### src/rtl/ldst_pkg.sv
package ldst_pkg;

  typedef enum logic [1:0] {
    SZC_WORD = 2'd0,
    SZC_BYTE = 2'd1,
    SZC_HALF = 2'd2
  } size_class_e;

  typedef enum logic [1:0] {
    SPC_INSTR = 2'd0,
    SPC_DATA  = 2'd1,
    SPC_IO    = 2'd2,
    SPC_COPRO = 2'd3
  } space_e;

  localparam int SIZE_CODE_W = 3;
  localparam int LANE_W      = 8;

  // Codes outside byte and half-word fall back to whole-word handling.
  function automatic size_class_e classify_size(input logic [SIZE_CODE_W-1:0] code);
    case (code)
      3'd1:    return SZC_BYTE;
      3'd2:    return SZC_HALF;
      default: return SZC_WORD;
    endcase
  endfunction

  function automatic logic space_checked(input logic [1:0] spc);
    return (spc == SPC_INSTR) || (spc == SPC_DATA);
  endfunction

endpackage

### src/rtl/ldst_align_check.sv
module ldst_align_check
  import ldst_pkg::*;
#(
  parameter int ADDR_W = 2
) (
  input  size_class_e       szc,
  input  logic [ADDR_W-1:0] addr_lo,
  input  logic [1:0]        space,
  input  logic              ua_en,
  output logic              misaligned,
  output logic              trap
);

  always_comb begin
    unique case (szc)
      SZC_BYTE: misaligned = 1'b0;
      SZC_HALF: misaligned = addr_lo[0];
      default:  misaligned = |addr_lo;
    endcase
    trap = misaligned && ua_en && space_checked(space);
  end

endmodule

### src/rtl/ldst_load_extract.sv
module ldst_load_extract
  import ldst_pkg::*;
#(
  parameter int DATA_W = 32
) (
  input  logic [DATA_W-1:0]                 bus_word,
  input  size_class_e                       szc,
  input  logic [$clog2(DATA_W/LANE_W)-1:0]  addr_lo,
  input  logic                              sext,
  output logic [DATA_W-1:0]                 result
);

  localparam int LANES  = DATA_W / LANE_W;
  localparam int ADDR_W = $clog2(LANES);
  localparam int HALF_W = 2 * LANE_W;
  localparam int HALVES = LANES / 2;

  logic [LANE_W-1:0] lane_v [LANES];
  logic [HALF_W-1:0] half_v [HALVES];

  // Big-endian numbering: index 0 is the most significant slice.
  for (genvar g = 0; g < LANES; g++) begin : g_lane
    assign lane_v[g] = bus_word[DATA_W-1-g*LANE_W -: LANE_W];
  end
  for (genvar h = 0; h < HALVES; h++) begin : g_half
    assign half_v[h] = bus_word[DATA_W-1-h*HALF_W -: HALF_W];
  end

  logic [LANE_W-1:0] sel_byte;
  logic [HALF_W-1:0] sel_half;

  always_comb begin
    sel_byte = lane_v[addr_lo];
    sel_half = half_v[addr_lo[ADDR_W-1:1]];
    unique case (szc)
      SZC_BYTE: result = {{(DATA_W-LANE_W){sext & sel_byte[LANE_W-1]}}, sel_byte};
      SZC_HALF: result = {{(DATA_W-HALF_W){sext & sel_half[HALF_W-1]}}, sel_half};
      default:  result = bus_word;
    endcase
  end

endmodule

### src/rtl/ldst_store_replicate.sv
module ldst_store_replicate
  import ldst_pkg::*;
#(
  parameter int DATA_W = 32
) (
  input  logic [DATA_W-1:0] src,
  input  size_class_e       szc,
  output logic [DATA_W-1:0] wdata
);

  localparam int LANES  = DATA_W / LANE_W;
  localparam int HALF_W = 2 * LANE_W;
  localparam int HALVES = LANES / 2;

  logic [DATA_W-1:0] byte_rep;
  logic [DATA_W-1:0] half_rep;

  for (genvar g = 0; g < LANES; g++) begin : g_brep
    assign byte_rep[g*LANE_W +: LANE_W] = src[LANE_W-1:0];
  end
  for (genvar h = 0; h < HALVES; h++) begin : g_hrep
    assign half_rep[h*HALF_W +: HALF_W] = src[HALF_W-1:0];
  end

  always_comb begin
    unique case (szc)
      SZC_BYTE: wdata = byte_rep;
      SZC_HALF: wdata = half_rep;
      default:  wdata = src;
    endcase
  end

endmodule

### src/rtl/ldst_aligner.sv
module ldst_aligner
  import ldst_pkg::*;
#(
  parameter int DATA_W = 32
) (
  input  logic                   clk,
  input  logic                   rst,
  input  logic                   req_valid,
  input  logic                   req_store,
  input  logic [SIZE_CODE_W-1:0] req_size,
  input  logic [1:0]             req_addr_lo,
  input  logic                   req_sext,
  input  logic [1:0]             req_space,
  input  logic                   ua_enable,
  input  logic [DATA_W-1:0]      bus_rdata,
  input  logic [DATA_W-1:0]      st_data,
  output logic                   rsp_valid,
  output logic [DATA_W-1:0]      ld_result,
  output logic                   ld_commit,
  output logic [DATA_W-1:0]      wr_data,
  output logic                   wr_drive,
  output logic                   trap_req
);

  localparam int LANES  = DATA_W / LANE_W;
  localparam int ADDR_W = $clog2(LANES);

  size_class_e       szc;
  logic [ADDR_W-1:0] addr_lo;
  logic              misaligned;
  logic              trap_now;
  logic [DATA_W-1:0] load_val;
  logic [DATA_W-1:0] store_val;

  assign szc     = classify_size(req_size);
  assign addr_lo = ADDR_W'(req_addr_lo);

  ldst_align_check #(.ADDR_W(ADDR_W)) u_chk_align (
    .szc        (szc),
    .addr_lo    (addr_lo),
    .space      (req_space),
    .ua_en      (ua_enable),
    .misaligned (misaligned),
    .trap       (trap_now)
  );

  ldst_load_extract #(.DATA_W(DATA_W)) u_load (
    .bus_word (bus_rdata),
    .szc      (szc),
    .addr_lo  (addr_lo),
    .sext     (req_sext),
    .result   (load_val)
  );

  ldst_store_replicate #(.DATA_W(DATA_W)) u_store (
    .src   (st_data),
    .szc   (szc),
    .wdata (store_val)
  );

  logic go_load, go_store, go_trap;
  assign go_trap  = req_valid && trap_now;
  assign go_load  = req_valid && !req_store && !trap_now;
  assign go_store = req_valid &&  req_store && !trap_now;

  always_ff @(posedge clk) begin
    if (rst) begin
      rsp_valid <= 1'b0;
      trap_req  <= 1'b0;
      ld_commit <= 1'b0;
      wr_drive  <= 1'b0;
      ld_result <= '0;
      wr_data   <= '0;
    end else begin
      rsp_valid <= req_valid;
      trap_req  <= go_trap;
      ld_commit <= go_load;
      wr_drive  <= go_store;
      ld_result <= go_load  ? load_val  : '0;
      wr_data   <= go_store ? store_val : '0;
    end
  end

endmodule

### config.mk
export PLATFORM = sky130hd
export DESIGN_NAME = ldst_aligner
export DESIGN_NICKNAME = d
export VERILOG_FILES = /design/src/rtl/ldst_pkg.sv /design/src/rtl/ldst_align_check.sv /design/src/rtl/ldst_load_extract.sv /design/src/rtl/ldst_store_replicate.sv /design/src/rtl/ldst_aligner.sv
export SDC_FILE = /design/constraint.sdc
export NUM_CORES = 1
export LEC_CHECK = 0
export CAP_MARGIN = 20
export CORE_ASPECT_RATIO = 1.5
export CORE_UTILIZATION = 42
export DETAILED_ROUTE_END_ITERATION = 12
export HOLD_SLACK_MARGIN = 0.15
export PLACE_DENSITY = 0.83
export REMOVE_ABC_BUFFERS = 1
export SETUP_SLACK_MARGIN = 0.3
export SLEW_MARGIN = 5
export SYNTH_ARGS = -nofsm -noshare
export SYNTH_HDL_FRONTEND = slang
export SYNTH_SLANG_ARGS = --single-unit
### constraint.sdc
create_clock -name clk -period 5.7 [get_ports clk]
set_clock_uncertainty 0.15 [all_clocks]
set_input_delay 1.14 -clock clk [delete_from_list [all_inputs] [get_ports clk]]
set_output_delay 1.14 -clock clk [all_outputs]
set_load 0.03 [all_outputs]
==> results of run 1 <==
cell families after synthesis:
family / Yosys count / synth area share (%)
compound gates: 91 / 23.6
simple gates: 85 / 14.0
flops: 68 / 50.9
buf+inv: 38 / 5.94
mux: 10 / 4.54
fa+ha+maj: 2 / 0.936
synth_stat cells:
master,count
or2_2,1
a221oi_1,8
inv_1,16
nand2b_1,2
a211o_1,1
buf_1,2
a31oi_2,1
dfxtp_1,68
a31oi_1,7
mux2i_1,2
a211o_2,1
ha_1,2
a22oi_1,16
a221o_1,8
nand3_1,1
mux4_2,1
a21oi_2,10
buf_2,4
nor2_1,35
mux2_2,7
clkbuf_1,14
or3b_2,1
nor3_1,7
nor2b_1,3
and2_1,9
o21ai_0,24
nand2_1,25
o221ai_1,1
a21oi_1,14
buf_4,1
nand3b_1,1
buf_6,1
cell type report:
type / instances / area share [%]
clock buffers: 14 / 3.98
clock inverters: 1 / 0.692
inverters: 16 / 1.38
multi-input cells: 188 / 26.6
flip-flops and latches: 68 / 31.4
well taps: 74 / 2.13
repair buffers: 148 / 33.9
report_power, final:
group / internal (mW) / switching (mW) / total (mW)
Sequential: 0.489 / 0.00349 / 0.492
Combinational: 0.100 / 0.103 / 0.203
Clock: 0.236 / 0.170 / 0.406
worst max-delay path, stage by stage:
cell	delay (ns)
clkdlybuf4s50_1	0.48
or3b_2	0.48
ha_1	0.70
o21ai_0	0.19
a211o_1	0.33
nand3_1	0.10
buf_4	0.28
inv_1	0.20
and2_1	0.20
metrics by stage:
| step | area (um2) | hold slack (ns) | power [mW] | util [%] | setup slack (ns) |
|---|---|---|---|---|---|
| 2_1_floorplan | 2570 | 1.09 | 0.597 | - | 1.39 |
| 6_report | 4340 | 1.23 | 1.10 | 70.8 | 1.69 |
| 3_5_place_dp | 4140 | 1.59 | 0.705 | 67.5 | 1.36 |
| 4_1_cts | 4340 | 1.22 | 1.11 | 70.8 | 1.71 |
| 3_3_place_gp | 4140 | 1.58 | 0.701 | 67.5 | 1.41 |
| 5_1_grt | 4340 | 1.24 | 1.14 | 70.8 | 1.55 |
flip-flops by register name, summed over array words and instances (netlist names):
name / flops
ld_result: 32
rsp_valid: 1
wr_drive: 1
trap_req: 1
wr_data: 32
ld_commit: 1
layer usage:
metal	up-vias	track usage, %
met4	0	9.82
li1	1297	-
met3	16	6.65
met5	-	0
met1	1287	27.5
met2	138	46.9
how the worst min path moves through the flow:
| stage | start | slack (ns) | endpoint |
|---|---|---|---|
| 2_1_floorplan | rst | 1.09 | rsp_valid$_SDFF_PP0_ |
| 3_3_place_gp | rst | 1.58 | rsp_valid$_SDFF_PP0_ |
| 3_5_place_dp | rst | 1.59 | rsp_valid$_SDFF_PP0_ |
| 4_1_cts | rst | 1.22 | rsp_valid$_SDFF_PP0_ |
| 5_1_grt | rst | 1.24 | rsp_valid$_SDFF_PP0_ |
| 6_report | rst | 1.23 | rsp_valid$_SDFF_PP0_ |
==> flow_summary.ini, run 1 <==
[synthesis]
syn_inst = 294
synth.area.top_cells = dfxtp_1, nor2_1, o21ai_0
synth_area_mm2 = 0.00267
synth_area_per_cell_um2 = 9.09
synth.largest_area_cell = dfxtp_1
yosysSeqAreaShare_pct = 50.9
synth_top_area_share_pct = 50.9
synth_warnings = 0
yosys_register_bits = 68
synth.distinct_cells = 32

[worst_setup_path]
crit_path_end = wr_data[4]$_SDFF_PP0_
critPathMaxFanout = 25
cp-startpoint = req_size[1]
end_kind = register
cp.required_ns = 5.78
critPathArrivalTime_ns = 4.09
startpoint_type = primary input
crit_type = in -> reg

[routing]
final_antenna_net_count = 0
drt-total-wl_um = 8230
route.met2.wl_um = 4400
firstDrtPassIters = 5
wirelength_met1_um = 2980
met3_length_um = 712
vias = 2738
wl_per_cell_um = 16.2
drt_iter0_drc = 173
viasPerCell = 5.38
maxUsedRoutingLayer = met4
drc = 0

[die]
pin_count = 145
die_h_um = 99.7
dieWidth_um = 67.1
core_mm2 = 0.00613
placementRows = 35
dieArea_mm2 = 0.00670
start_util_pct = 43.6

[clock_tree]
post-cts-setup-buffer-count = 0
ctsRootBufferMaster = clkbuf_8
numCtsBuffers = 9
postCtsHoldBufs = 0
clkTransAtPathRegs_ns = 0.07
clock_sinks = 68
cts_tree = built
cts_resized = 0
clockBufferDepth = 2
htreeDepth = 3

[final_layout]
area_growth_pct = 62.3
final_layout_size_suffix_gt1_share_pct = 9.20
final_common_cell = clkdlybuf4s50_1
seq_area_mm2 = 0.00136
fin_cells = 509
antenna_cells = 0
final_cell_mix = clkdlybuf4s50_1, dfxtp_1, nor2_1, nand2_1, o21ai_0
fillers = 507
multi_input_area_mm2 = 0.00115
final_nets = 510

[global_route]
grt_max_degree = 34
grt_overflow_total = 0
grt_usage_pct = 25.9
antenna_found_initial = 0
grt_pass1_vias = 2719
grt_pass1_wl_um = 13000

[timing]
slew_headroom_pct = 36.8
post-route-min-period_ns = 4.01
fin_setup_tns_ns = 0
worst_pin_slew_ns = 0.945
timing_hold_violations_final = 0
max_freq_ghz = 0.249
rsz0062_at_grt = no
drv_slew = 0
setup_viol = 0
fin_crit_sh_pct = 70.4

[placement]
port_buffers = 143
hpwlAfterDp_um = 5850
gp_congestion = 0.783
dp_cells = 494

[run]
maxCapViolCount = 0

[worst_hold_path]
holdCritPathClass = in -> reg
hold_depth = 2

[run_status]
status = completed

[power]
irDropWorstVdd_mv = 0.151
p_leak_nw = 1.67
p_per_area_mw_per_mm2 = 254
No activity file was read; power rests on OpenSTA's default activity.
==> run 2: changes to the inputs <==
--- a/config.mk
+++ b/config.mk
@@ -7,10 +7,10 @@
 export LEC_CHECK = 0
 export CAP_MARGIN = 20
 export CORE_ASPECT_RATIO = 1.5
-export CORE_UTILIZATION = 42
+export CORE_UTILIZATION = 39
 export DETAILED_ROUTE_END_ITERATION = 12
 export HOLD_SLACK_MARGIN = 0.15
-export PLACE_DENSITY = 0.83
+export PLACE_DENSITY = 0.77
 export REMOVE_ABC_BUFFERS = 1
 export SETUP_SLACK_MARGIN = 0.3
 export SLEW_MARGIN = 5
==> constraint.sdc (replaced) <==
create_clock -name clk -period 3.74 [get_ports clk]
set_clock_uncertainty 0.15 [all_clocks]
set_input_delay 0.748 -clock clk [delete_from_list [all_inputs] [get_ports clk]]
set_output_delay 0.748 -clock clk [all_outputs]
set_load 0.03 [all_outputs]
==> flow_summary.ini, run 2 (same netlist as run 1, synthesis figures left out) <==
[timing]
drv_slew = 0
fin_setup_tns_ns = 0
worst_pin_slew_ns = 0.709
rsz0062_at_grt = no
slew_headroom_pct = 52.7
post-route-min-period_ns = 2.98
setup_viol = 0
fin_crit_sh_pct = 79.8
timing_hold_violations_final = 0
max_freq_ghz = 0.335

[worst_setup_path]
crit_path_max_incr_delay_ns = 0.48
end_kind = register
startpoint_type = primary input
crit_path_cell_trace = clkdlybuf4s50_1 > or3b_2 > ha_1 > buf_4 > inv_1 > buf_4 > o21ai_0 > a31oi_1 > nor3_1
worst-path-stages = 9
critPathMaxFanout = 28
path_delay_family = buffers and inverters
cp_common_cell = buf_4
crit_type = in -> reg
critPathArrivalTime_ns = 3.06
cp.required_ns = 3.82
critPathBufInv = 4
crit_path_top_delay_cell = or3b_2

[die]
pin_count = 145
die_h_um = 103
start_util_pct = 40.7
dieArea_mm2 = 0.00720
placementRows = 36
dieWidth_um = 69.6
core_mm2 = 0.00658

[power]
p_per_area_mw_per_mm2 = 383
p_leak_nw = 1.70
irDropWorstVdd_mv = 0.253

[clock_tree]
htreeDepth = 3
clock_sinks = 68
clockBufferDepth = 2
cts_tree = built
clkTransAtPathRegs_ns = 0.07
cts_resized = 0
ctsRootBufferMaster = clkbuf_8
numCtsBuffers = 9
postCtsHoldBufs = 0
post-cts-setup-buffer-count = 0

[final_layout]
final_common_cell = clkdlybuf4s50_1
utilization_pct = 66.6
final_layout_size_suffix_gt1_share_pct = 10.3
final_cell_mix = clkdlybuf4s50_1, dfxtp_1, nor2_1, nand2_1, o21ai_0
final_nets = 513
antenna_cells = 0
area_growth_pct = 63.7
fillers = 563
fin_cells = 515
reg_top3 = ld_result x32, wr_data x32

[global_route]
grt_max_degree = 34
grt_usage_pct = 24.1
grt_pass1_vias = 2806
grt_overflow_total = 0
antenna_found_initial = 0
grt_pass1_wl_um = 13500

[run_status]
status = completed

[placement]
port_buffers = 143
gp_congestion = 0.738
hpwlAfterDp_um = 5750
dp_cells = 499

[routing]
vias = 2753
viasPerCell = 5.35
firstDrtPassIters = 5
drt_iter0_drc = 202
wl_per_cell_um = 16.1
drc = 0
final_antenna_net_count = 0
drt-total-wl_um = 8280

[worst_hold_path]
hp-start = rst
holdCritPathClass = in -> reg
hold_depth = 2
hold_end = rsp_valid$_SDFF_PP0_

[run]
maxCapViolCount = 0
run 2: cell count changes in the layout (fill, tap and decap cells not counted), sizes merged:
cell | previous run | this run
buf | 5 | 8
clkbuf | 14 | 12
clkinv | 0 | 2
clkinvlp | 0 | 1
run 2: per-stage QoR:
| step | hold slack (ns) | area, um2 | total power [mW] | setup WS (ns) |
|---|---|---|---|---|
| after global placement | 1.18 | 4170 | 1.07 | 0.476 |
| after floorplan | 0.700 | 2570 | 0.909 | -0.181 |
| after detailed placement | 1.19 | 4170 | 1.08 | 0.452 |
| final | 0.833 | 4380 | 1.68 | 0.757 |
| after global routing | 0.829 | 4380 | 1.76 | 0.599 |
| after CTS | 0.817 | 4380 | 1.69 | 0.807 |
run 2: metal layers:
metal  vias to the layer above  wire length, um  track usage (%)
met1                      1278             3130             25.9
li1                       1305                -                -
met3                        10              723             6.59
met2                       160             4310             44.6
met4                         0              107             9.89
met5                         -                0                0
run 2: worst max-delay path by stage:
stage	startpoint	end	slack, ns
final	req_size[1]	ld_result[2]$_SDFF_PP0_	0.76
after global routing	req_size[2]	ld_result[0]$_SDFF_PP0_	0.60
after CTS	req_size[1]	wr_data[22]$_SDFF_PP0_	0.81
after detailed placement	req_size[1]	ld_result[2]$_SDFF_PP0_	0.45
after global placement	req_size[1]	wr_data[13]$_SDFF_PP0_	0.48
after floorplan	req_size[2]	ld_result[0]$_SDFF_PP0_	-0.18
run 2: final cells by class:
type,count,area [um2],area share [%]
Timing Repair Buffer,151,1500,34.4
Clock buffer,12,155,3.54
Inverter,16,60.1,1.37
Multi-Input combinational cell,188,1150,26.4
Clock inverter,4,47.5,1.09
Tap cell,76,95.1,2.17
Sequential cell,68,1360,31.1
run 2: power breakdown:
part	internal (mW)	leakage, nW	total, mW	switching, mW
clock	0.342	0.102	0.614	0.272
combinational	0.155	1.04	0.313	0.158
sequential	0.745	0.552	0.750	0.00528
